==> config.mk <==
export PLATFORM = sky130hd
export DESIGN_NAME = burst_sync_detector
export DESIGN_NICKNAME = d
export VERILOG_FILES = /design/src/rtl/burst_det_pkg.sv /design/src/rtl/bdd_chan_track.sv /design/src/rtl/bdd_zero_run.sv /design/src/rtl/bdd_pair_match.sv /design/src/rtl/bdd_hold_timer.sv /design/src/rtl/burst_sync_detector.sv
export SDC_FILE = /design/constraint.sdc
export NUM_CORES = 1
export LEC_CHECK = 0
export ABC_AREA = 1
export BUFFER_PORTS_ARGS = -buffer_cell sky130_fd_sc_hd__buf_4
export CELL_PAD_IN_SITES_DETAIL_PLACEMENT = 1
export CELL_PAD_IN_SITES_GLOBAL_PLACEMENT = 1
export CORE_UTILIZATION = 36
export CTS_CLUSTER_SIZE = 16
export DETAILED_ROUTE_END_ITERATION = 6
export GPL_TIMING_DRIVEN = 0
export PLACE_DENSITY_LB_ADDON = 0.1
export SLEW_MARGIN = 40
export SYNTH_ARGS = -nofsm -noshare
export SYNTH_HDL_FRONTEND = slang
export SYNTH_SLANG_ARGS = --single-unit
==> constraint.sdc <==
create_clock -name clk -period 1.6 [get_ports clk]
set_input_delay 0.24 -clock clk [delete_from_list [all_inputs] [get_ports clk]]
set_output_delay 0.24 -clock clk [all_outputs]
set_load 0.03 [all_outputs]
==> src/rtl/burst_det_pkg.sv <==
`timescale 1ns/1ps
package burst_det_pkg;

  localparam int SAMPLE_W = 24;
  localparam int SYNC_W   = 16;

  typedef logic [SAMPLE_W-1:0] sample_t;
  typedef logic [SYNC_W-1:0]   sync_t;

  localparam sync_t SYNC_FIRST  = 16'hF872;
  localparam sync_t SYNC_SECOND = 16'h4E1F;

  // Upper part of the sample that carries the sync word.
  function automatic sync_t sync_field(input sample_t s);
    return s[SAMPLE_W-1 -: SYNC_W];
  endfunction

  function automatic logic is_silent(input sample_t s);
    return (s == '0);
  endfunction

  // Next silent-run length for one accepted subframe.
  function automatic int run_next(input int cur, input int lim,
                                  input logic silent, input logic brk);
    if (brk)     return silent ? 1 : 0;
    if (!silent) return 0;
    return (cur >= lim) ? lim : cur + 1;
  endfunction

  // Next hold count: a trigger reloads, a frame strobe counts down.
  function automatic int hold_next(input int cur, input int top,
                                   input logic load, input logic tick);
    if (load)             return top;
    if (tick && cur != 0) return cur - 1;
    return cur;
  endfunction

endpackage

==> src/rtl/bdd_chan_track.sv <==
`timescale 1ns/1ps
module bdd_chan_track (
  input  logic clk,
  input  logic rst,
  input  logic vld,
  input  logic chan_right,
  output logic brk
);
  logic seen_q;
  logic last_q;

  always_ff @(posedge clk) begin
    if (rst) begin
      seen_q <= 1'b0;
      last_q <= 1'b0;
    end else if (vld) begin
      seen_q <= 1'b1;
      last_q <= chan_right;
    end
  end

  assign brk = vld && seen_q && (chan_right == last_q);
endmodule

==> src/rtl/bdd_zero_run.sv <==
`timescale 1ns/1ps
module bdd_zero_run import burst_det_pkg::*; #(
  parameter int MIN_ZERO = 4
) (
  input  logic clk,
  input  logic rst,
  input  logic vld,
  input  logic silent,
  input  logic brk,
  output logic run_ok
);
  localparam int ZCW = $clog2(MIN_ZERO + 1);

  logic [ZCW-1:0] run_q;

  always_ff @(posedge clk) begin
    if (rst)
      run_q <= '0;
    else if (vld)
      run_q <= ZCW'(run_next(int'(run_q), MIN_ZERO, silent, brk));
  end

  assign run_ok = (int'(run_q) >= MIN_ZERO);
endmodule

==> src/rtl/bdd_pair_match.sv <==
`timescale 1ns/1ps
module bdd_pair_match import burst_det_pkg::*; #(
  parameter sync_t WORD_A = SYNC_FIRST,
  parameter sync_t WORD_B = SYNC_SECOND
) (
  input  logic  clk,
  input  logic  rst,
  input  logic  vld,
  input  logic  brk,
  input  logic  run_ok,
  input  sync_t word,
  output logic  hit
);
  logic armed_q;
  logic is_a;
  logic is_b;

  assign is_a = (word == WORD_A);
  assign is_b = (word == WORD_B);

  always_ff @(posedge clk) begin
    if (rst)
      armed_q <= 1'b0;
    else if (vld)
      armed_q <= is_a && run_ok && !brk;
  end

  assign hit = vld && !brk && armed_q && is_b;
endmodule

==> src/rtl/bdd_hold_timer.sv <==
`timescale 1ns/1ps
module bdd_hold_timer import burst_det_pkg::*; #(
  parameter int HOLD_FRAMES = 4096
) (
  input  logic clk,
  input  logic rst,
  input  logic load,
  input  logic tick,
  output logic active
);
  localparam int HCW = $clog2(HOLD_FRAMES + 1);

  logic [HCW-1:0] cnt_q;

  always_ff @(posedge clk) begin
    if (rst)
      cnt_q <= '0;
    else
      cnt_q <= HCW'(hold_next(int'(cnt_q), HOLD_FRAMES, load, tick));
  end

  assign active = (cnt_q != '0);
endmodule

==> src/rtl/burst_sync_detector.sv <==
`timescale 1ns/1ps
module burst_sync_detector import burst_det_pkg::*; #(
  parameter int    MIN_ZERO    = 4,
  parameter int    HOLD_FRAMES = 4096,
  parameter sync_t WORD_A      = SYNC_FIRST,
  parameter sync_t WORD_B      = SYNC_SECOND
) (
  input  logic                clk,
  input  logic                rst,
  input  logic                samp_vld,
  input  logic [SAMPLE_W-1:0] samp_data,
  input  logic                chan_right,
  input  logic                frame_stb,
  input  logic                cs_nonaudio,
  output logic                data_flag
);
  // Named internal events, also observed by the bound checker.
  logic  restart;
  logic  run_ok;
  logic  sync_hit;
  logic  trigger;
  logic  silent;
  sync_t word;

  assign silent  = is_silent(samp_data);
  assign word    = sync_field(samp_data);
  assign trigger = sync_hit || cs_nonaudio;

  bdd_chan_track u_chan (
    .clk        (clk),
    .rst        (rst),
    .vld        (samp_vld),
    .chan_right (chan_right),
    .brk        (restart)
  );

  bdd_zero_run #(.MIN_ZERO(MIN_ZERO)) u_run (
    .clk    (clk),
    .rst    (rst),
    .vld    (samp_vld),
    .silent (silent),
    .brk    (restart),
    .run_ok (run_ok)
  );

  bdd_pair_match #(.WORD_A(WORD_A), .WORD_B(WORD_B)) u_pair (
    .clk    (clk),
    .rst    (rst),
    .vld    (samp_vld),
    .brk    (restart),
    .run_ok (run_ok),
    .word   (word),
    .hit    (sync_hit)
  );

  bdd_hold_timer #(.HOLD_FRAMES(HOLD_FRAMES)) u_hold (
    .clk    (clk),
    .rst    (rst),
    .load   (trigger),
    .tick   (frame_stb),
    .active (data_flag)
  );
endmodule

== After elaboration in Yosys (flattened, before gate mapping) ==
Index checks and enable logic that the tools add are counted.
Word-level totals
  bits in registers: 19
  bits in latches: 0
  RAM bits: 0
  memory bits (read-only): 0
  input bits: 30
  output and inout bits: 1
  word-level logic and storage cells: 47
  memories: 0
Cells by class
  add/subtract/negate cells: 2
  multiply operators: 0
  div/mod/pow operators: 0
  magnitude comparators: 1
  eq/ne operators: 3
  shift-type cells: 0
  multiplexer cells: 22
  bitwise logic cells: 0
  reduce and logical (&&, ||, !) cells: 14
Operator list (count)
  $mux W13: 4
  $reduce_bool A13 Y1: 2
  $logic_not A24 Y1: 1
  $eq A16 B15 Y1 const B: 1
  $eq A16 B16 Y1 const B: 1
  $mux W1: 15
  $sub A13 B1 Y13 const B: 1
  $mux W3: 3
  $logic_and A1 B1 Y1: 8
  $add A3 B1 Y3 const B: 1
  $ge A3 B3 Y1 const B: 1
  $reduce_bool A2 Y1: 1
  $eq A1 B1 Y1: 1
  $logic_not A1 Y1: 1
  $logic_or A1 B1 Y1: 1

== Depth between registers and ports, before layout ==
Gate-level depths: netlist of run 1.
  depth after elaboration: 13
  depth in mapped cells: 10
  mapped depth without buffers: 10

== By module ==
A second synthesis of run 1 with hierarchy kept.
Second synthesis, totals
  cell total of the unflattened synthesis: 203
  area total of the unflattened synthesis: 1236.2 µm²
Modules (own cells, without submodules)
  bdd_hold_timer: times used 1, cells an instance 111, area an instance 724.4 µm², seq. area each 260.2 µm²
  bdd_zero_run: times used 1, cells an instance 23, area an instance 165.2 µm², seq. area each 60.1 µm²
  bdd_pair_match: times used 1, cells an instance 31, area an instance 161.4 µm², seq. area each 20.0 µm²
  bdd_chan_track: times used 1, cells an instance 16, area an instance 95.1 µm², seq. area each 40.0 µm²
  burst_sync_detector: times used 1, cells an instance 22, area an instance 90.1 µm², seq. area each 0.0 µm²

== Worst setup path before layout of run 1 ==
No wires, ideal clock.
  path kind: reg-to-reg
  start point: register u_hold.cnt_q[0]
  end point: register u_hold.cnt_q[1]
  library setup time: 0.066 ns
  arrival: 1.221 ns
  setup slack: 0.313 ns
  cell stages (with the launch flop): 9
  path buffers: 0
  clock period less this slack: 1.287 ns
  cells stage by stage: dfxtp_1 -> inv_1 -> ha_1 -> nand2_2 -> nor2_2 -> nand2_4 -> nand2_4 -> or2_1 -> a21oi_2
Between the ends
  cells in the longest elaborated chain, start to end: 6
RTL lines
  start, declared: line bdd_hold_timer.sv:13  | logic [HCW-1:0] cnt_q;
  start signal, assigned: line bdd_hold_timer.sv:19  | cnt_q <= HCW'(hold_next(int'(cnt_q), HOLD_FRAMES, load, tick));
  parallel branches: the longest is 6 deep, another holds $sub A13 B1 Y13
Parallel ways; which one is timed is not known. The select of a mux whose other input is x is not followed.
A chain may end at the register's enable or synchronous reset.

== Worst setup path in the final report of run 1 ==
  start point: register u_hold.cnt_q[8]
  end point: output port data_flag
Between the ends
  cells in the longest elaborated chain, start to end: 1
RTL lines
  $reduce_bool A13 Y1: line bdd_hold_timer.sv:22  | assign active = (cnt_q != '0);
  end, declared: line burst_sync_detector.sv:15  | output logic data_flag
Every way passes these cells.

==> results.yml, run 1 <==
floorplan:
  die_h_um: 61.57
  initial_core_util_pct: 37.98
  rows: 21
  coreArea_um2: 3363
  fp.dieArea_um2: 3791
  io_pins: 31
  fp.dieW_um: 61.57
grt:
  antenna_found_initial: 0
  grt_max_degree: 12
  grt_usage_pct: 19.02
  grt_overflow: 0
  grt_pass1_wl_um: 5299
  grt_pass1_vias: 1278
clocking:
  clkTransAtPathRegs_ns: 0.11
  cts_root_buffer: "clkbuf_4"
  cts.sinks: 19
  clock_latency_ns: 0.30
  numCtsBuffers: 3
  clock_tree.buffer_depth: 2
  cts_tree: "done"
  cts.htree.levels: 1
synthesis:
  ys_top_cells_by_area: "dfxtp_1 30%, nor2_1 15%, nand2_1 9.4%"
  async_flop_share_pct: 0
  yosysMostFrequentCell: "nor2_1"
  syn_inst: 200
  synthTopCellsByCount: "52 x nor2_1, 32 x nand2_1, 29 x inv_1"
  synthesis.nets: 233
  synth_flop_cell: "dfxtp_1"
  synth_cell_types: 27
  synth_top_area_share_pct: 29.77
  ys_seq_elements: 19
  synth_area_um2: 1277
  yosysTopAreaCell: "dfxtp_1"
  seq_area_frac_synth_pct: 29.77
  synth-edff-count: 0
  yosysWarnings: 0
  syn_area_per_cell_um2: 6.387
timing:
  setup_violations: 0
  finalCritPeriodShare_pct: 94.64
  fmax_ghz: 0.6604
  skew_ns: 0.003598
  hold_viol: 0
  setup_ws_ns: 0.08569
  worstMarginPinSlew_ns: 0.4724
  fin_crit_ns: 1.514
  slew_headroom_pct: 68.51
  slew_viol_final: 0
  setup_tns_ns: 0
critical_path:
  cpMaxStageDelayCell: "dfxtp_2"
  cpLargestDelayFamily: "simple AND/OR/NAND/NOR gates"
  startpoint_type: "flop"
  crit_arrival_ns: 1.27
  crit_type: "flop to output port"
  cp.required_ns: 1.36
  worstPathCellList: "nor2_1 > nand2_1 > nor2_2 > nand3_2 > buf_6"
  cp.buffers_inverters: 1
  slowest_delay_ns: 0.36
  crit_fanout: 5
  end_kind: "output port"
route:
  vias: 1348
  drt.antenna.violating_nets: 0
  wire_per_inst_um: 11.84
  drtPass1Iterations: 4
  vias_per_cell: 4.746
  wl_um: 3362
  drc_errors: 0
  drtIter0Drc: 52
status:
  outcome: "completed"
cells_and_area:
  register_area_um2: 387.9
  layout-drive-gt1-share_pct: 29.41
  fillers: 471
  multiInputGateArea_um2: 782.0
  nets: 272
  n_antenna_cell: 0
  syn2layout_area_growth_pct: 28.50
power:
  leakagePower_nw: 0.7859
  cellPowerDensity_nw_per_um2: 963.3
  irDropWorstVdd_v: 0.0005911
placed_design:
  place_congestion: 0.7539
  io_buffers: 29
  hpwlAfterDp_um: 2763
  preCtsSetupSlack_ns: 0.1697
run:
  max_cap_viol_count: 0
min_path:
  hp-class: "input port to flop"
-- routing by layer --
metal	wire length, um	global-route usage [%]	vias to the layer above
met5	0	0	-
met4	36	4.127	0
met3	82	5.462	5
met2	1789	35.94	18
met1	1453	20.86	621
li1	-	-	704
-- path summary, 6_finish.rpt --
| path | depth (start not counted) | endpoint | from | slack [ns] |
|---|---|---|---|---|
| max | 5 | data_flag | u_hold.cnt_q[8] | 0.09 |
| min | 2 | u_run.run_q[0] | rst | 0.14 |
| max reg2reg | 9 | u_hold.cnt_q[8] | u_hold.cnt_q[0] | 0.22 |
| min reg2reg | 2 | u_chan.seen_q | u_chan.seen_q | 0.49 |
-- per-stage QoR --
step | utilization (%) | hold slack (ns) | std cells | total power, mW | cell area [um^2]
global placement | 46.17 | 0.4592 | 275 | 1.225 | 1553
floorplan | - | 0.3091 | 200 | 1.054 | 1277
detailed placement | 46.17 | 0.4689 | 275 | 1.252 | 1553
global route | 48.81 | 0.1134 | 284 | 1.714 | 1642
finish | 48.81 | 0.1351 | 284 | 1.581 | 1642
CTS | 47.92 | 0.1286 | 282 | 1.543 | 1612
-- power by group --
| group | switching (mW) | total (mW) | internal [mW] | leakage, nW |
|---|---|---|---|---|
| logic | 0.449 | 0.766 | 0.317 | 0.610 |
| registers | 0.0436 | 0.566 | 0.523 | 0.158 |
| clock network | 0.155 | 0.249 | 0.0934 | 0.0177 |
-- what timing repair did --
action | 4_1_cts | 5_1_grt
setup endpoints to repair | 1 | 1
pin swaps | 1 | 2
setup buffers | 3 | 2
resized for setup | 4 | 8
hold buffers | 0 | 0
-- cells in the final DEF, fill, tap and decap left out, drive strengths merged, types with 2 or more instances in the layout --
master  count
nand4       8
a21oi       6
inv        31
dfxtp      19
nand2      37
clkbuf      4
nor4        2
or2         2
o21ai       3
nor3        3
ha          3
nand3      18
buf        35
nor2       59
xor2        5
-- registers in the layout, summed over array words and instances, names as in the netlist --
signal and count:
u_chan.seen_q 1, u_hold.cnt_q 13, u_pair.armed_q 1, u_chan.last_q 1
u_run.run_q 3
-- logic make-up (layout without fill, tap and decap cells) --
logic type / Yosys count / after routing / share of synthesized area [%]
and+or+nand+nor: 129 / 129 / 48.48
buffers and inverters: 33 / 71 / 9.990
adders and majority gates: 3 / 3 / 2.939
DFF: 19 / 19 / 29.77
AOI/OAI and AO/OA: 11 / 11 / 5.387
xor gates and xnor gates: 5 / 5 / 3.428
-- cell type report --
cell class | instances | share of cell area, %
buffer | 2 | 0.6860
clock buffer | 3 | 1.372
clock inverter | 1 | 0.3049
inverter | 31 | 7.088
multi-input combinational | 148 | 47.64
sequential | 19 | 23.63
tap | 46 | 3.506
timing repair buffer | 34 | 15.78
Power figures use the tool's default switching activity.
==> inputs of run 2 (changes only) <==
--- a/config.mk
+++ b/config.mk
@@ -9,12 +9,15 @@
 export BUFFER_PORTS_ARGS = -buffer_cell sky130_fd_sc_hd__buf_4
 export CELL_PAD_IN_SITES_DETAIL_PLACEMENT = 1
 export CELL_PAD_IN_SITES_GLOBAL_PLACEMENT = 1
-export CORE_UTILIZATION = 36
+export CORE_UTILIZATION = 35
 export CTS_CLUSTER_SIZE = 16
 export DETAILED_ROUTE_END_ITERATION = 6
 export GPL_TIMING_DRIVEN = 0
 export PLACE_DENSITY_LB_ADDON = 0.1
+export RECOVER_POWER = 100
+export REMOVE_ABC_BUFFERS = 1
 export SLEW_MARGIN = 40
 export SYNTH_ARGS = -nofsm -noshare
 export SYNTH_HDL_FRONTEND = slang
+export SYNTH_HIERARCHICAL = 1
 export SYNTH_SLANG_ARGS = --single-unit
==> run 2 against run 1 <==
- the run now ends with setup timing left
- die area fell by 0.45%
- sequential share of layout area down 0.83 points
- clock power shrank 2%
- setup slack lost 0.14 ns
- combinational power decreased by 29%
- cell count is 2.5% higher
- worst hold slack gained 0.047 ns
- clock skew fell by 0.0025 ns
- cell area is 2.0% higher
- register-to-register slack lost 0.27 ns
==> results.yml, run 2 <==
route:
  vias_per_cell: 4.718
  drtIter0Drc: 22
  vias: 1373
  drtPass1Iterations: 3
  drt.antenna.violating_nets: 0
  wl_um: 3326
  drc_errors: 0
  wire_per_inst_um: 11.43
synthesis:
  synth_flop_cell: "dfxtp_1"
  synthTopCellsByCount: "49 x nor2_1, 41 x nand2_1, 32 x inv_1"
  seq_area_frac_synth_pct: 30.77
  ys_top_cells_by_area: "dfxtp_1 31%, nor2_1 15%, nand2_1 12%"
  async_flop_share_pct: 0
  synth_area_um2: 1236
  synth_cell_types: 25
  yosysTopAreaCell: "dfxtp_1"
  yosysMostFrequentCell: "nor2_1"
  synth_top_area_share_pct: 30.77
  synth-edff-count: 0
  syn_inst: 203
  syn_area_per_cell_um2: 6.090
  ys_seq_elements: 19
  yosysWarnings: 6
critical_path:
  cpMaxStageDelayCell: "dfxtp_2"
  cp.buffers_inverters: 3
  crit_fanout: 6
  crit_type: "flop to flop"
  end_kind: "flop"
  slowest_delay_ns: 0.36
  cp.required_ns: 1.84
  crit_arrival_ns: 1.89
  startpoint_type: "flop"
  reg2reg_depth: 14
  cpMostUsedCell: "nand2_1"
  worstPathCellList: "inv_2 > nand2_1 > nand2_1 > nor2_2 > inv_1 > nand2_2 > nor3_4 > nand3_2 > nor3_2 > or2_4 > nor2_4 > buf_12 > o21ai_2 > a21oi_2"
  cp.depth: 14
  cpLargestDelayFamily: "simple AND/OR/NAND/NOR gates"
grt:
  grt_overflow: 0
  grt_max_degree: 14
  grt_usage_pct: 19.19
  grt_pass1_vias: 1394
  antenna_found_initial: 0
  grt_pass1_wl_um: 5388
timing:
  fin_crit_ns: 1.650
  rsz0062_at_grt: "yes"
  skew_ns: 0.001100
  setup_violations: 11
  finalCritPeriodShare_pct: 103.1
  hold_viol: 0
  slew_headroom_pct: 80.65
  setup_ws_ns: -0.05031
  worstMarginPinSlew_ns: 0.2891
  fmax_ghz: 0.6059
  slew_viol_final: 0
power:
  cellPowerDensity_nw_per_um2: 787.6
  leakagePower_nw: 0.7923
  irDropWorstVdd_v: 0.0002781
  power_mw: 1.319
clocking:
  cts.sinks: 19
  numCtsBuffers: 3
  clkTransAtPathRegs_ns: 0.11
  clock_latency_ns: 0.29
  clock_tree.buffer_depth: 2
  cts_root_buffer: "clkbuf_4"
  cts_tree: "done"
  cts.htree.levels: 1
cells_and_area:
  layout_commonest_cell: "nor2_1"
  top_regs: "u_hold/cnt_q (13), u_run/run_q (3)"
  max_flop_register: "u_hold/cnt_q"
  n_antenna_cell: 0
  layout-drive-gt1-share_pct: 28.16
  postLayoutCoreUtil_pct: 49.78
  fillers: 479
  final_cell_mix: "48 x nor2_1, 40 x nand2_1, 39 x buf_4"
  syn2layout_area_growth_pct: 35.43
  largest_reg_flops: 13
  nets: 279
  stdcell_count: 291
status:
  violations: "setup timing"
  outcome: "complete, but fails checks"
placed_design:
  hpwlAfterDp_um: 2567
  post-place-cells: 275
  place_congestion: 0.7964
  io_buffers: 30
run:
  max_cap_viol_count: 0
floorplan:
  rows: 21
  coreArea_um2: 3363
  fp.dieW_um: 61.43
  initial_core_util_pct: 36.76
  io_pins: 31
  fp.dieArea_um2: 3774
  die_h_um: 61.43
min_path:
  holdPathStages: 2
  hp-class: "input port to flop"
## run 2: final cells by class
type | count | area [um^2] | area share (%)
clock buffers | 4 | 26.28 | 1.570
inverters | 34 | 127.6 | 7.623
multi-input cells | 146 | 745.7 | 44.54
flip-flops and latches | 19 | 381.6 | 22.80
well taps | 46 | 57.56 | 3.438
repair buffers | 42 | 335.3 | 20.03
## run 2: final timing paths
| kind | start | to | slack, ns |
|---|---|---|---|
| worst max-delay path | u_chan/last_q | u_hold/cnt_q[0] | -0.05 |
| worst min-delay path | rst | u_pair/armed_q | 0.18 |
| worst max register to register | u_chan/last_q | u_hold/cnt_q[0] | -0.05 |
| worst min register to register | u_chan/seen_q | u_chan/seen_q | 0.49 |
## run 2: worst register-to-register path: cells and delay by family, from the launching register on
| kind | cells | cell delay, ns |
|---|---|---|
| compound gates | 2 | 0.14 |
| buf+inv | 3 | 0.23 |
| flops | 1 | 0.36 |
| simple gates | 9 | 0.88 |
## run 2: report_power, final
part	internal [mW]	switching (mW)
combinational	0.228	0.318
sequential	0.506	0.0232
clock	0.0969	0.146
## run 2: through the flow
step | worst slack (ns) | area, um^2 | TNS, ns | hold slack (ns)
final | -0.05031 | 1674 | -0.3163 | 0.1816
after global routing | -0.1821 | 1674 | -2.053 | 0.1657
after CTS | -0.05585 | 1625 | -0.3969 | 0.1639
after detailed placement | -0.7004 | 1491 | -7.289 | 0.4767
after global placement | -0.6326 | 1491 | -6.529 | 0.4457
after floorplan | -0.2260 | 1209 | -1.888 | 0.3024
## run 2: cells by family after synthesis
kind of cell    share of synthesized area (%)
simple gates                            45.95
buf+inv                                 12.55
fa+ha+maj                               3.037
flops                                   30.77
compound gates                          7.692
## run 2: routing by layer
layer	part of all wire (%)	vias to the layer above	global-route usage [%]
met3	3.5	2	2.521
met4	0.69	0	5.714
li1	-	711	-
met2	56	26	39.13
met5	0	-	0
met1	40	634	20.05
## run 2: repair_timing
item                                    CTS  global route
endpoints found under the setup margin   13            14
cloned                                    0             0
pin swaps                                 3             2
hold buffers                              0             0
setup buffers                            10             2
resized for setup                         8             7
==> inputs of run 3 (changes only) <==
--- a/config.mk
+++ b/config.mk
@@ -7,17 +7,15 @@
 export LEC_CHECK = 0
 export ABC_AREA = 1
 export BUFFER_PORTS_ARGS = -buffer_cell sky130_fd_sc_hd__buf_4
-export CELL_PAD_IN_SITES_DETAIL_PLACEMENT = 1
-export CELL_PAD_IN_SITES_GLOBAL_PLACEMENT = 1
-export CORE_UTILIZATION = 35
+export CAP_MARGIN = 30
+export CORE_UTILIZATION = 52
 export CTS_CLUSTER_SIZE = 16
 export DETAILED_ROUTE_END_ITERATION = 6
 export GPL_TIMING_DRIVEN = 0
-export PLACE_DENSITY_LB_ADDON = 0.1
+export PLACE_DENSITY = 0.78
 export RECOVER_POWER = 100
 export REMOVE_ABC_BUFFERS = 1
 export SLEW_MARGIN = 40
 export SYNTH_ARGS = -nofsm -noshare
 export SYNTH_HDL_FRONTEND = slang
-export SYNTH_HIERARCHICAL = 1
 export SYNTH_SLANG_ARGS = --single-unit
==> run 3 against run 2 <==
- the run now ends clean
- total power rose by 15%
- routed wire length down 11%
- sequential share of layout area grew 1.8 points
- cell count down 10%
- core utilization is 20 points higher
- combinational power up 28%
==> results.yml, run 3 (synthesized netlist as in run 1, its figures left out) <==
clocking:
  cts.htree.levels: 1
  numCtsBuffers: 3
  clock_latency_ns: 0.30
  cts_root_buffer: "clkbuf_4"
  clkTransAtPathRegs_ns: 0.11
  cts_tree: "done"
  cts.sinks: 19
  clock_tree.buffer_depth: 2
critical_path:
  crit_type: "flop to output port"
  r2r_slack_ns: 0.18
  cpMaxStageDelayCell: "dfxtp_1"
  reg2reg_depth: 8
  crit_fanout: 3
  reg2reg_to: "u_hold.cnt_q[6]"
  startpoint_type: "flop"
  worstSetupStartpoint: "u_hold.cnt_q[4]"
  slowest_delay_ns: 0.36
  reg2reg_from: "u_hold.cnt_q[1]"
  cpMostUsedCell: "nor2_2"
  cp.required_ns: 1.36
  worstPathCellList: "nor2_2 > nand2_2 > nor2_2 > nand3_1 > buf_6"
  end_kind: "output port"
  crit_arrival_ns: 1.28
timing:
  finalCritPeriodShare_pct: 94.79
  hold_viol: 0
  slew_headroom_pct: 80.94
  worstMarginPinSlew_ns: 0.2837
  fmax_ghz: 0.6594
  rsz0062_at_grt: "no"
  setup_violations: 0
  fin_crit_ns: 1.517
  skew_ns: 0.009780
  slew_viol_final: 0
  setup_tns_ns: 0
  hold_slack_ns: 0.1361
route:
  drtIter0Drc: 31
  vias: 1372
  drc_errors: 0
  wl_um: 2957
  drt.antenna.violating_nets: 0
  vias_per_cell: 5.237
  wire_per_inst_um: 11.29
  drtPass1Iterations: 4
power:
  clkPwrFrac_pct: 16.3
  irDropWorstVdd_v: 0.0007150
  netSwitchingPower_uw: 618.6
  cellPowerDensity_nw_per_um2: 957.6
  seqPwrFrac_pct: 37.6
  power_mw: 1.516
  internal_power_uw: 897.1
  leakagePower_nw: 0.7695
  p_sw_share_pct: 40.81
  p_comb_share_pct: 46.1
min_path:
  holdPathStages: 2
  hp-class: "input port to flop"
  min-delay-start: "rst"
  holdPathEnd: "u_pair.armed_q"
status:
  outcome: "completed"
cells_and_area:
  n_antenna_cell: 0
  layout-drive-gt1-share_pct: 26.07
  syn2layout_area_growth_pct: 23.90
  nets: 268
  top_regs: "u_hold.cnt_q (13), u_run.run_q (3)"
  final_cell_mix: "51 x nor2_1, 31 x nand2_1, 31 x buf_4"
  largest_reg_flops: 13
  layout_commonest_cell: "nor2_1"
  max_flop_register: "u_hold.cnt_q"
grt:
  grt_usage_pct: 25.42
  grt_max_degree: 12
  grt_pass1_vias: 1318
  antenna_found_initial: 0
  grt_pass1_wl_um: 5078
  grt_overflow: 0
placed_design:
  hpwlAfterDp_um: 2332
  io_buffers: 30
  place_congestion: 0.8181
floorplan:
  coreArea_um2: 2255
  die_h_um: 51.57
  fp.dieW_um: 51.57
  initial_core_util_pct: 56.66
  fp.dieArea_um2: 2659
  rows: 17
  io_pins: 31
run:
  max_cap_viol_count: 0
run 3: per-stage QoR:
step	cells	setup slack (ns)	cell area, um^2	utilization [%]
global route	262	0.01175	1583	70.20
floorplan	198	0.3133	1266	-
detailed placement	256	0.1571	1526	67.70
CTS	262	0.01635	1572	69.70
finish	262	0.08343	1583	70.20
global placement	256	0.1900	1526	67.70
run 3: layout make-up:
class | count | area [um^2]
multi-input combinational | 148 | 772.0
sequential | 19 | 389.1
inverter | 31 | 116.4
timing repair buffer | 32 | 244.0
tap | 28 | 35.03
fill | 208 | 671.9
clock buffer | 4 | 26.28
run 3: repair_timing:
action,in CTS,in global routing
pin swaps,0,1
gates cloned,0,0
setup buffers,2,0
setup endpoints to repair,1,1
hold buffers,0,0
gates resized for setup,3,12
run 3: power groups by stage:
stage | clock, mW | combinational (mW) | sequential (mW)
after floorplan | 0 | 0.484 | 0.563
after global placement | 0 | 0.639 | 0.570
after detailed placement | 0 | 0.660 | 0.573
after CTS | 0.256 | 0.680 | 0.560
after global routing | 0.270 | 0.790 | 0.574
final | 0.248 | 0.699 | 0.569
run 3: layer usage:
layer  vias up  global-route usage (%)  wire length, um
met4         0                   9.009               26
met2        45                   50.22             1580
li1        693                       -                -
met1       630                   24.96             1201
met5         -                       0                0
met3         4                   6.433              148
run 3: how the worst max path moves through the flow:
stage / endpoint / depth (start not counted)
floorplan: u_hold.cnt_q[1] / 8
global placement: u_hold.cnt_q[8] / 10
detailed placement: u_hold.cnt_q[8] / 10
CTS: data_flag / 5
global route: data_flag / 6
finish: data_flag / 5
run 3: worst max-delay path, delay by kind of cell (launching register included):
kind,cells,cell delay [ns]
buffers and inverters,1,0.15
DFF,1,0.36
and+or+nand+nor,4,0.47
